==> src/rtl/lbist_pkg.sv <==
package lbist_pkg;
    localparam int SYM_W  = 10;
    localparam int IDX_W  = 6;     // 64-symbol frames
    localparam int PRBS_W = 7;
    localparam int LANES  = 4;
    localparam int REG_W  = 16;
    localparam logic [SYM_W-1:0] DET_KEY = 10'h2A5;

    typedef enum logic [2:0] {
        S_OFF, S_READY, S_RUN, S_DRAIN, S_FLUSH, S_SETTLE
    } bist_state_t;

    localparam logic [1:0] PT_PRBS = 2'd3;

    function automatic logic [SYM_W-1:0] sym_mask(input logic wide, input logic [SYM_W-1:0] s);
        return wide ? s : {2'b00, s[7:0]};
    endfunction

    function automatic logic [SYM_W-1:0] det_sym(input logic [1:0] lane,
                                                 input logic [IDX_W-1:0] idx,
                                                 input logic wide);
        return sym_mask(wide, {2'b00, lane, idx} ^ DET_KEY);
    endfunction

    function automatic logic [PRBS_W-1:0] prbs_next(input logic [PRBS_W-1:0] s);
        return {s[5:0], s[6] ^ s[5]};
    endfunction

    function automatic logic [PRBS_W-1:0] prbs_seed(input logic [1:0] lane);
        return 7'h41 + {5'b0, lane};
    endfunction
endpackage

==> src/rtl/lbist_ctrl.sv <==
module lbist_ctrl
    import lbist_pkg::*;
#(
    parameter int SETTLE = 8
) (
    input  logic             clk,
    input  logic             rst_n,
    input  logic             wr_ctrl,
    input  logic [5:0]       wfield,     // control word bits [15:10]
    input  logic             tx_last,
    input  logic             rx_valid,
    output logic             clear_cnt,
    output logic             tx_on,
    output logic             rx_on,
    output logic [1:0]       pat_type,
    output logic             wide,
    output logic [REG_W-1:0] ctrl_rd
);
    localparam int SET_W = $clog2(SETTLE);
    // bit positions inside wfield (control bit minus 10)
    localparam int F_WIDE = 2, F_EN = 3, F_STOP = 4, F_STRT = 5;

    bist_state_t      st, st_n;
    logic [SET_W-1:0] settle_cnt, cnt_n;
    logic             fields_open;

    always_comb begin
        st_n  = st;
        cnt_n = settle_cnt;
        unique case (st)
            S_OFF:    if (wr_ctrl && wfield[F_EN]) st_n = S_READY;
            S_READY:  if (wr_ctrl && wfield[F_STRT]) st_n = S_RUN;
            S_RUN:    if (wr_ctrl && wfield[F_STOP]) st_n = S_DRAIN;
            S_DRAIN:  if (tx_last) st_n = S_FLUSH;
            S_FLUSH:  if (!rx_valid) begin
                          st_n  = S_SETTLE;
                          cnt_n = '0;
                      end
            S_SETTLE: if (settle_cnt == SET_W'(SETTLE - 1)) st_n = S_READY;
                      else cnt_n = settle_cnt + 1'b1;
            default:  st_n = S_OFF;
        endcase
        if (wr_ctrl && !wfield[F_EN]) st_n = S_OFF;
    end

    assign fields_open = (st == S_OFF) || (st == S_READY) || !wfield[F_EN];

    always_ff @(posedge clk) begin
        if (!rst_n) begin
            st         <= S_OFF;
            settle_cnt <= '0;
            pat_type   <= '0;
            wide       <= 1'b0;
        end else begin
            st         <= st_n;
            settle_cnt <= cnt_n;
            if (wr_ctrl && fields_open) begin
                pat_type <= wfield[1:0];
                wide     <= wfield[F_WIDE];
            end
        end
    end

    always_comb begin
        clear_cnt = (st == S_READY) && (st_n == S_RUN);
        tx_on     = (st == S_RUN) || (st == S_DRAIN);
        rx_on     = (st != S_OFF) && (st != S_READY);
        ctrl_rd   = {st == S_RUN,
                     (st == S_DRAIN) || (st == S_FLUSH) || (st == S_SETTLE),
                     st != S_OFF, wide, pat_type, 10'b0};
    end

    a_r3_start_from_ready: assert property (@(posedge clk) disable iff (!rst_n)
        (st == S_RUN && $past(st) != S_RUN) |-> $past(st) == S_READY);
    a_r4_settle_length: assert property (@(posedge clk) disable iff (!rst_n)
        (st == S_READY && $past(st) == S_SETTLE) |-> $past(settle_cnt) == SET_W'(SETTLE - 1));
    a_r5_disable_wins: assert property (@(posedge clk) disable iff (!rst_n)
        (wr_ctrl && !wfield[F_EN]) |=> st == S_OFF);
endmodule

==> src/rtl/lbist_tx.sv <==
module lbist_tx
    import lbist_pkg::*;
#(
    parameter int CNT_W = 16
) (
    input  logic                   clk,
    input  logic                   rst_n,
    input  logic                   clear,
    input  logic                   tx_on,
    input  logic [1:0]             pat_type,
    input  logic                   wide,
    output logic                   tx_valid,
    output logic [LANES*SYM_W-1:0] tx_sym,
    output logic                   tx_last,
    output logic [CNT_W-1:0]       tx_frames
);
    logic [IDX_W-1:0] idx;

    assign tx_valid = tx_on;
    assign tx_last  = tx_on && (idx == '1);

    always_ff @(posedge clk) begin
        if (!rst_n || clear) begin
            idx       <= '0;
            tx_frames <= '0;
        end else if (tx_on) begin
            idx <= idx + 1'b1;
            if (idx == '1 && tx_frames != '1) tx_frames <= tx_frames + 1'b1;
        end
    end

    for (genvar l = 0; l < LANES; l++) begin : g_lane
        logic [PRBS_W-1:0] lfsr;
        always_ff @(posedge clk) begin
            if (!rst_n || clear) lfsr <= prbs_seed(2'(l));
            else if (tx_on)      lfsr <= prbs_next(lfsr);
        end
        assign tx_sym[l*SYM_W +: SYM_W] = !tx_on ? '0 :
            (pat_type == PT_PRBS) ? sym_mask(wide, {3'b000, lfsr}) : det_sym(2'(l), idx, wide);
    end

    a_r11_tx_saturate: assert property (@(posedge clk) disable iff (!rst_n)
        (tx_frames == '1 && !clear) |=> tx_frames == '1);
    a_r9_tx_frame_step: assert property (@(posedge clk) disable iff (!rst_n)
        !clear |=> (tx_frames == $past(tx_frames)) || (tx_frames == $past(tx_frames) + 1'b1));
endmodule

==> src/rtl/lbist_rx_lane.sv <==
module lbist_rx_lane
    import lbist_pkg::*;
#(
    parameter int CNT_W = 16,
    parameter int LANE  = 0
) (
    input  logic             clk,
    input  logic             rst_n,
    input  logic             clear,
    input  logic             rx_on,
    input  logic [1:0]       pat_type,
    input  logic             wide,
    input  logic             rx_valid,
    input  logic [SYM_W-1:0] rx_sym,
    output logic [CNT_W-1:0] frames,
    output logic [CNT_W-1:0] errs
);
    logic [IDX_W-1:0]  idx;
    logic [PRBS_W-1:0] state;
    logic              synced, is_prbs, take, mismatch;
    logic [PRBS_W-1:0] pred;
    logic [SYM_W-1:0]  expect_sym;

    always_comb begin
        is_prbs    = (pat_type == PT_PRBS);
        pred       = prbs_next(state);
        expect_sym = is_prbs ? sym_mask(wide, {3'b000, pred}) : det_sym(2'(LANE), idx, wide);
        take       = rx_on && rx_valid;
        mismatch   = take && (!is_prbs || synced) && (sym_mask(wide, rx_sym) != expect_sym);
    end

    always_ff @(posedge clk) begin
        if (!rst_n || clear) begin
            idx    <= '0;
            state  <= '0;
            synced <= 1'b0;
            frames <= '0;
            errs   <= '0;
        end else if (take) begin
            idx <= idx + 1'b1;
            if (idx == '1 && frames != '1) frames <= frames + 1'b1;
            if (is_prbs) begin
                state  <= synced ? pred : rx_sym[PRBS_W-1:0];
                synced <= 1'b1;
            end
            if (mismatch && errs != '1) errs <= errs + 1'b1;
        end
    end

    a_r9_err_single_step: assert property (@(posedge clk) disable iff (!rst_n)
        !clear |=> (errs == $past(errs)) || (errs == $past(errs) + 1'b1));
    a_r11_err_saturate: assert property (@(posedge clk) disable iff (!rst_n)
        (errs == '1 && !clear) |=> errs == '1);
    a_r11_frm_saturate: assert property (@(posedge clk) disable iff (!rst_n)
        (frames == '1 && !clear) |=> frames == '1);
endmodule

==> src/rtl/lbist_engine.sv <==
module lbist_engine
    import lbist_pkg::*;
#(
    parameter int CNT_W  = 16,
    parameter int SETTLE = 8
) (
    input  logic                   clk,
    input  logic                   rst_n,
    input  logic                   wr_en,
    input  logic [3:0]             wr_addr,
    input  logic [REG_W-1:0]       wr_data,
    input  logic [3:0]             rd_addr,
    output logic [REG_W-1:0]       rd_data,
    output logic                   tx_valid,
    output logic [LANES*SYM_W-1:0] tx_sym,
    input  logic                   rx_valid,
    input  logic [LANES*SYM_W-1:0] rx_sym,
    output logic                   verdict_ok
);
    localparam int FRM_BASE = 2;
    localparam int ERR_BASE = FRM_BASE + LANES;

    logic             wr_ctrl, clear_cnt, tx_on, rx_on, wide, tx_last;
    logic [1:0]       pat_type;
    logic [REG_W-1:0] ctrl_rd;
    logic [CNT_W-1:0] tx_frames;
    logic [CNT_W-1:0] rx_frm [LANES];
    logic [CNT_W-1:0] rx_err [LANES];
    logic             unused_wbits;

    assign wr_ctrl      = wr_en && (wr_addr == 4'd0);
    assign unused_wbits = ^wr_data[9:0];

    lbist_ctrl #(.SETTLE(SETTLE)) u_ctrl (
        .clk(clk), .rst_n(rst_n), .wr_ctrl(wr_ctrl), .wfield(wr_data[15:10]),
        .tx_last(tx_last), .rx_valid(rx_valid), .clear_cnt(clear_cnt),
        .tx_on(tx_on), .rx_on(rx_on), .pat_type(pat_type), .wide(wide),
        .ctrl_rd(ctrl_rd)
    );

    lbist_tx #(.CNT_W(CNT_W)) u_tx (
        .clk(clk), .rst_n(rst_n), .clear(clear_cnt), .tx_on(tx_on),
        .pat_type(pat_type), .wide(wide), .tx_valid(tx_valid), .tx_sym(tx_sym),
        .tx_last(tx_last), .tx_frames(tx_frames)
    );

    for (genvar l = 0; l < LANES; l++) begin : g_rx
        lbist_rx_lane #(.CNT_W(CNT_W), .LANE(l)) u_rx (
            .clk(clk), .rst_n(rst_n), .clear(clear_cnt), .rx_on(rx_on),
            .pat_type(pat_type), .wide(wide), .rx_valid(rx_valid),
            .rx_sym(rx_sym[l*SYM_W +: SYM_W]), .frames(rx_frm[l]), .errs(rx_err[l])
        );
    end

    always_comb begin
        rd_data = '0;
        if (rd_addr == 4'd0)      rd_data = ctrl_rd;
        else if (rd_addr == 4'd1) rd_data = REG_W'(tx_frames);
        for (int l = 0; l < LANES; l++) begin
            if (rd_addr == 4'(FRM_BASE + l)) rd_data = REG_W'(rx_frm[l]);
            if (rd_addr == 4'(ERR_BASE + l)) rd_data = REG_W'(rx_err[l]);
        end
    end

    always_comb begin
        verdict_ok = 1'b1;
        for (int l = 0; l < LANES; l++)
            if (rx_err[l] != '0 || rx_frm[l] == '0) verdict_ok = 1'b0;
    end

    a_r13_verdict_needs_frames: assert property (@(posedge clk) disable iff (!rst_n)
        verdict_ok |-> (tx_frames != '0));
endmodule

==> config.mk <==
export PLATFORM = sky130hd
export DESIGN_NAME = lbist_engine
export DESIGN_NICKNAME = d
export VERILOG_FILES = /design/src/rtl/lbist_pkg.sv /design/src/rtl/lbist_ctrl.sv /design/src/rtl/lbist_tx.sv /design/src/rtl/lbist_rx_lane.sv /design/src/rtl/lbist_engine.sv
export SDC_FILE = /design/constraint.sdc
export NUM_CORES = 1
export LEC_CHECK = 0
export ABC_AREA = 0
export ABC_CLOCK_PERIOD_IN_PS = 4500
export BUFFER_PORTS_ARGS = -buffer_cell sky130_fd_sc_hd__buf_2
export CORE_ASPECT_RATIO = 1.75
export CORE_UTILIZATION = 53
export DETAILED_ROUTE_END_ITERATION = 7
export GPL_ROUTABILITY_DRIVEN = 0
export GPL_TIMING_DRIVEN = 0
export PLACE_DENSITY = 0.83
export SLEW_MARGIN = 20
export SYNTH_ARGS = -nofsm -noshare
export SYNTH_HDL_FRONTEND = slang
export SYNTH_SLANG_ARGS = --single-unit
==> constraint.sdc <==
create_clock -name clk -period 4.5 [get_ports clk]
set_input_delay 0.225 -clock clk [delete_from_list [all_inputs] [get_ports clk]]
set_output_delay 0.225 -clock clk [all_outputs]
set_load 0.01 [all_outputs]
==> results.py <==
metrics = {
    "synthesis": {
        "yosys.area.top_type": "dfxtp_1",
        "netlist_instances": 1735,
        "synth_top_area_frac": 0.350,
        "ys_async_sr_fraction": 0,
        "synth_edf_count": 0,
        "yosys_register_bits": 240,
        "yosys-top-cells-area": "dfxtp_1 35%, nor2_1 6.2%, a21oi_1 4.6%",
        "ys_types": 82,
        "syn-mean-instance-area_um2": 7.90,
        "syn-cell-area_um2": 13700,
        "ys_seq_area_frac": 0.350,
        "synthFlopType": "dfxtp_1",
        "yosysWarningCount": 0,
    },
    "timing": {
        "hold_viol_final": 0,
        "setup_violations": 0,
        "slew_headroom": 0.251,
        "final.period_utilization": 0.861,
        "post-route-min-period_ns": 3.87,
        "fin_worst_skew_ns": 0.0255,
        "maxSlewViolCount": 0,
        "fmax_ghz": 0.258,
        "tightestPinTransition_ns": 1.12,
        "fin_tns_setup_ns": 0,
        "rsz0062_at_grt": "no",
    },
    "power_and_ir_drop": {
        "power.share.sequential": 0.468,
        "p_sw_w": 0.00109,
        "pwr-share-comb": 0.055,
        "ir_worst_vdd_mv": 0.285,
        "p_int_w": 0.00345,
        "p_per_area_nw_per_um2": 292,
        "p_leak_nw": 5.73,
        "p_sw_frac": 0.240,
        "power_frac_clock": 0.477,
    },
    "critical_path": {
        "critical_path_class": "flop to output pin",
        "cp_slowest_stage_delay_ns": 0.73,
        "startpoint_type": "flop",
        "critPathArrivalTime_ns": 3.65,
        "timing.critical_path.fanout_max": 10,
        "critPathRequiredTime_ns": 4.28,
        "cp_cell_sequence": "clkbuf_1 > nor2_1 > a221oi_1 > a21oi_1 > o21ai_0 > a221oi_1 > o21ai_0 > buf_2",
        "cp-end-kind": "output pin",
        "slowest_stage": "a221oi_1",
    },
    "placement": {
        "io_buffers": 108,
        "placed_area_um2": 14700,
        "dp_hpwl_um": 33600,
    },
    "route": {
        "drc": 37,
        "via_per_inst": 6.48,
        "vias": 14300,
        "wl_per_cell_um": 21.3,
        "drtPass1Iterations": 8,
        "first_iter_violations": 1478,
        "routed_wl_um": 47200,
        "antenna_left": 0,
    },
    "global_route": {
        "track_usage": 0.353,
        "overflow": 0,
        "grt_max_degree": 15,
        "first_global_vias": 13700,
        "antenna_found_initial": 0,
        "grt_pass1_wl_um": 71900,
    },
    "layout": {
        "syn_to_final_growth_pct": 13.4,
        "num_antenna_cells": 0,
        "fin_area_um2": 15600,
        "finalNetCount": 1969,
        "final_common_cell": "dfxtp_1",
        "final_util": 0.614,
        "layout-drive-gt1-share": 0.124,
        "final_cell_mix": "240 x dfxtp_1, 228 x nor2_1, 160 x nand2_1",
    },
    "worst_hold_path": {
        "hp-class": "input port to flop",
    },
    "die": {
        "placementRows": 77,
        "die_h_um": 215,
        "die_x_um": 124,
        "die_area_um2": 26500,
        "start_util": 0.541,
        "io_pins": 126,
        "core_um2": 25300,
    },
    "clocking": {
        "cts_buffers": 24,
        "cts-htree-levels": 1,
        "clkSinkCount": 240,
        "cts_root_buf": "clkbuf_16",
        "cts.path.max_buffers": 3,
        "clkLatencyLatePin_ns": 0.57,
        "clk_pin_slew_ns": 0.07,
        "cts_resized": 0,
        "cts_setup_buffers": 0,
        "cts_tree": "yes",
    },
    "status": {
        "violations": "DRC",
        "outcome": "complete, but fails checks",
    },
    "job": {
        "maxCapViolCount": 0,
    },
}
-- Yosys cell counts, types with 8 or more instances --
cell / count
xnor2_1: 63
dfxtp_1: 240
a21boi_0: 9
inv_1: 32
and3_1: 39
nand3_1: 84
clkbuf_1: 53
a31oi_1: 9
nor3_1: 40
nand2b_1: 8
a211oi_1: 36
mux2i_1: 41
buf_1: 12
or3_1: 45
nand4_1: 61
ha_1: 24
a21o_1: 12
xor2_1: 69
o21a_1: 13
o21ai_1: 13
a21oi_1: 127
o21bai_1: 8
and4_1: 13
o21ai_0: 52
nor4_1: 25
nand2_1: 160
nor2_1: 228
a22oi_1: 13
nor2b_1: 12
buf_2: 29
or4_1: 10
o31ai_1: 11
o22ai_1: 13
a221oi_1: 10
buf_4: 14
-- state kept, by name, summed over array words and instances (netlist names) --
name / flops
g_rx.u_rx.errs: 64
g_rx.u_rx.frames: 64
g_rx.u_rx.state: 28
u_tx.g_lane.lfsr: 28
g_rx.u_rx.idx: 24
u_tx.tx_frames: 16
u_tx.idx: 6
u_ctrl.settle_cnt: 3
u_ctrl.st: 3
u_ctrl.pat_type: 2
g_rx.u_rx.synced: 1
u_ctrl.wide: 1
-- path summary, 6_finish.rpt --
path / startpoint / end / slack (ns) / cells after the start
max: u_ctrl.st[1] / rd_data[13] / 0.63 / 8
min: rst_n / u_ctrl.st[0] / 0.01 / 3
max reg2reg: u_ctrl.pat_type[0] / g_rx[2].u_rx.errs[2] / 1.54 / 10
min reg2reg: u_tx.g_lane[1].lfsr[3] / u_tx.g_lane[1].lfsr[4] / 0.46 / 2
-- power by group through the flow --
stage / sequential (W) / combinational [W] / clock [W]
after floorplan: 0.00217 / 0.000130 / 0
after global placement: 0.00217 / 0.000227 / 0
after detailed placement: 0.00217 / 0.000230 / 0
after CTS: 0.00212 / 0.000234 / 0.00216
after global routing: 0.00212 / 0.000260 / 0.00224
final: 0.00212 / 0.000248 / 0.00216
-- metrics by stage --
step           power [W]  hold slack [ns]  setup slack, ns  cells
2_1_floorplan    0.00230            0.369             2.44   1740
3_3_place_gp     0.00240            0.443             1.52   2164
3_5_place_dp     0.00240            0.459             1.50   2164
4_1_cts          0.00452          0.00373             1.28   2210
5_1_grt          0.00462           0.0383            0.618   2210
6_report         0.00454           0.0142            0.627   2210
-- final cells by class --
class	count	area, µm²
Tap cell	316	395
Multi-Input combinational cell	1354	8270
Clock buffer	31	677
Timing Repair Buffer	111	571
Clock inverter	12	166
Inverter	33	124
Sequential cell	240	4800
Fill cell	2241	9780
Buffer	113	551
-- critical path: cells and delay by family (launching register included) --
family          cells  cell delay [ns]
compound gates      5             1.98
simple gates        1             0.27
buf+inv             2             0.48
flops               1             0.34
-- per-layer routing --
layer	vias to the layer above	wire [µm]	global-route usage
met4	0	4890	0.318
met2	877	21900	0.571
li1	6499	-	-
met1	6655	15800	0.366
met3	295	4590	0.0910
met5	-	0	0
-- cells by family after synthesis --
family,after synthesis,synth area share
compound gates,374,0.176
simple gates,772,0.282
flops,240,0.350
mux,46,0.0357
fa+ha+maj,24,0.0219
xor+xnor,132,0.0843
buf+inv,146,0.0492
other cells,1,0.000273
-- what timing repair did --
action	CTS	global route
hold buffers	3	0
setup endpoints to repair	0	0
hold endpoints to repair	3	0
(Power assumes the default switching activity.)
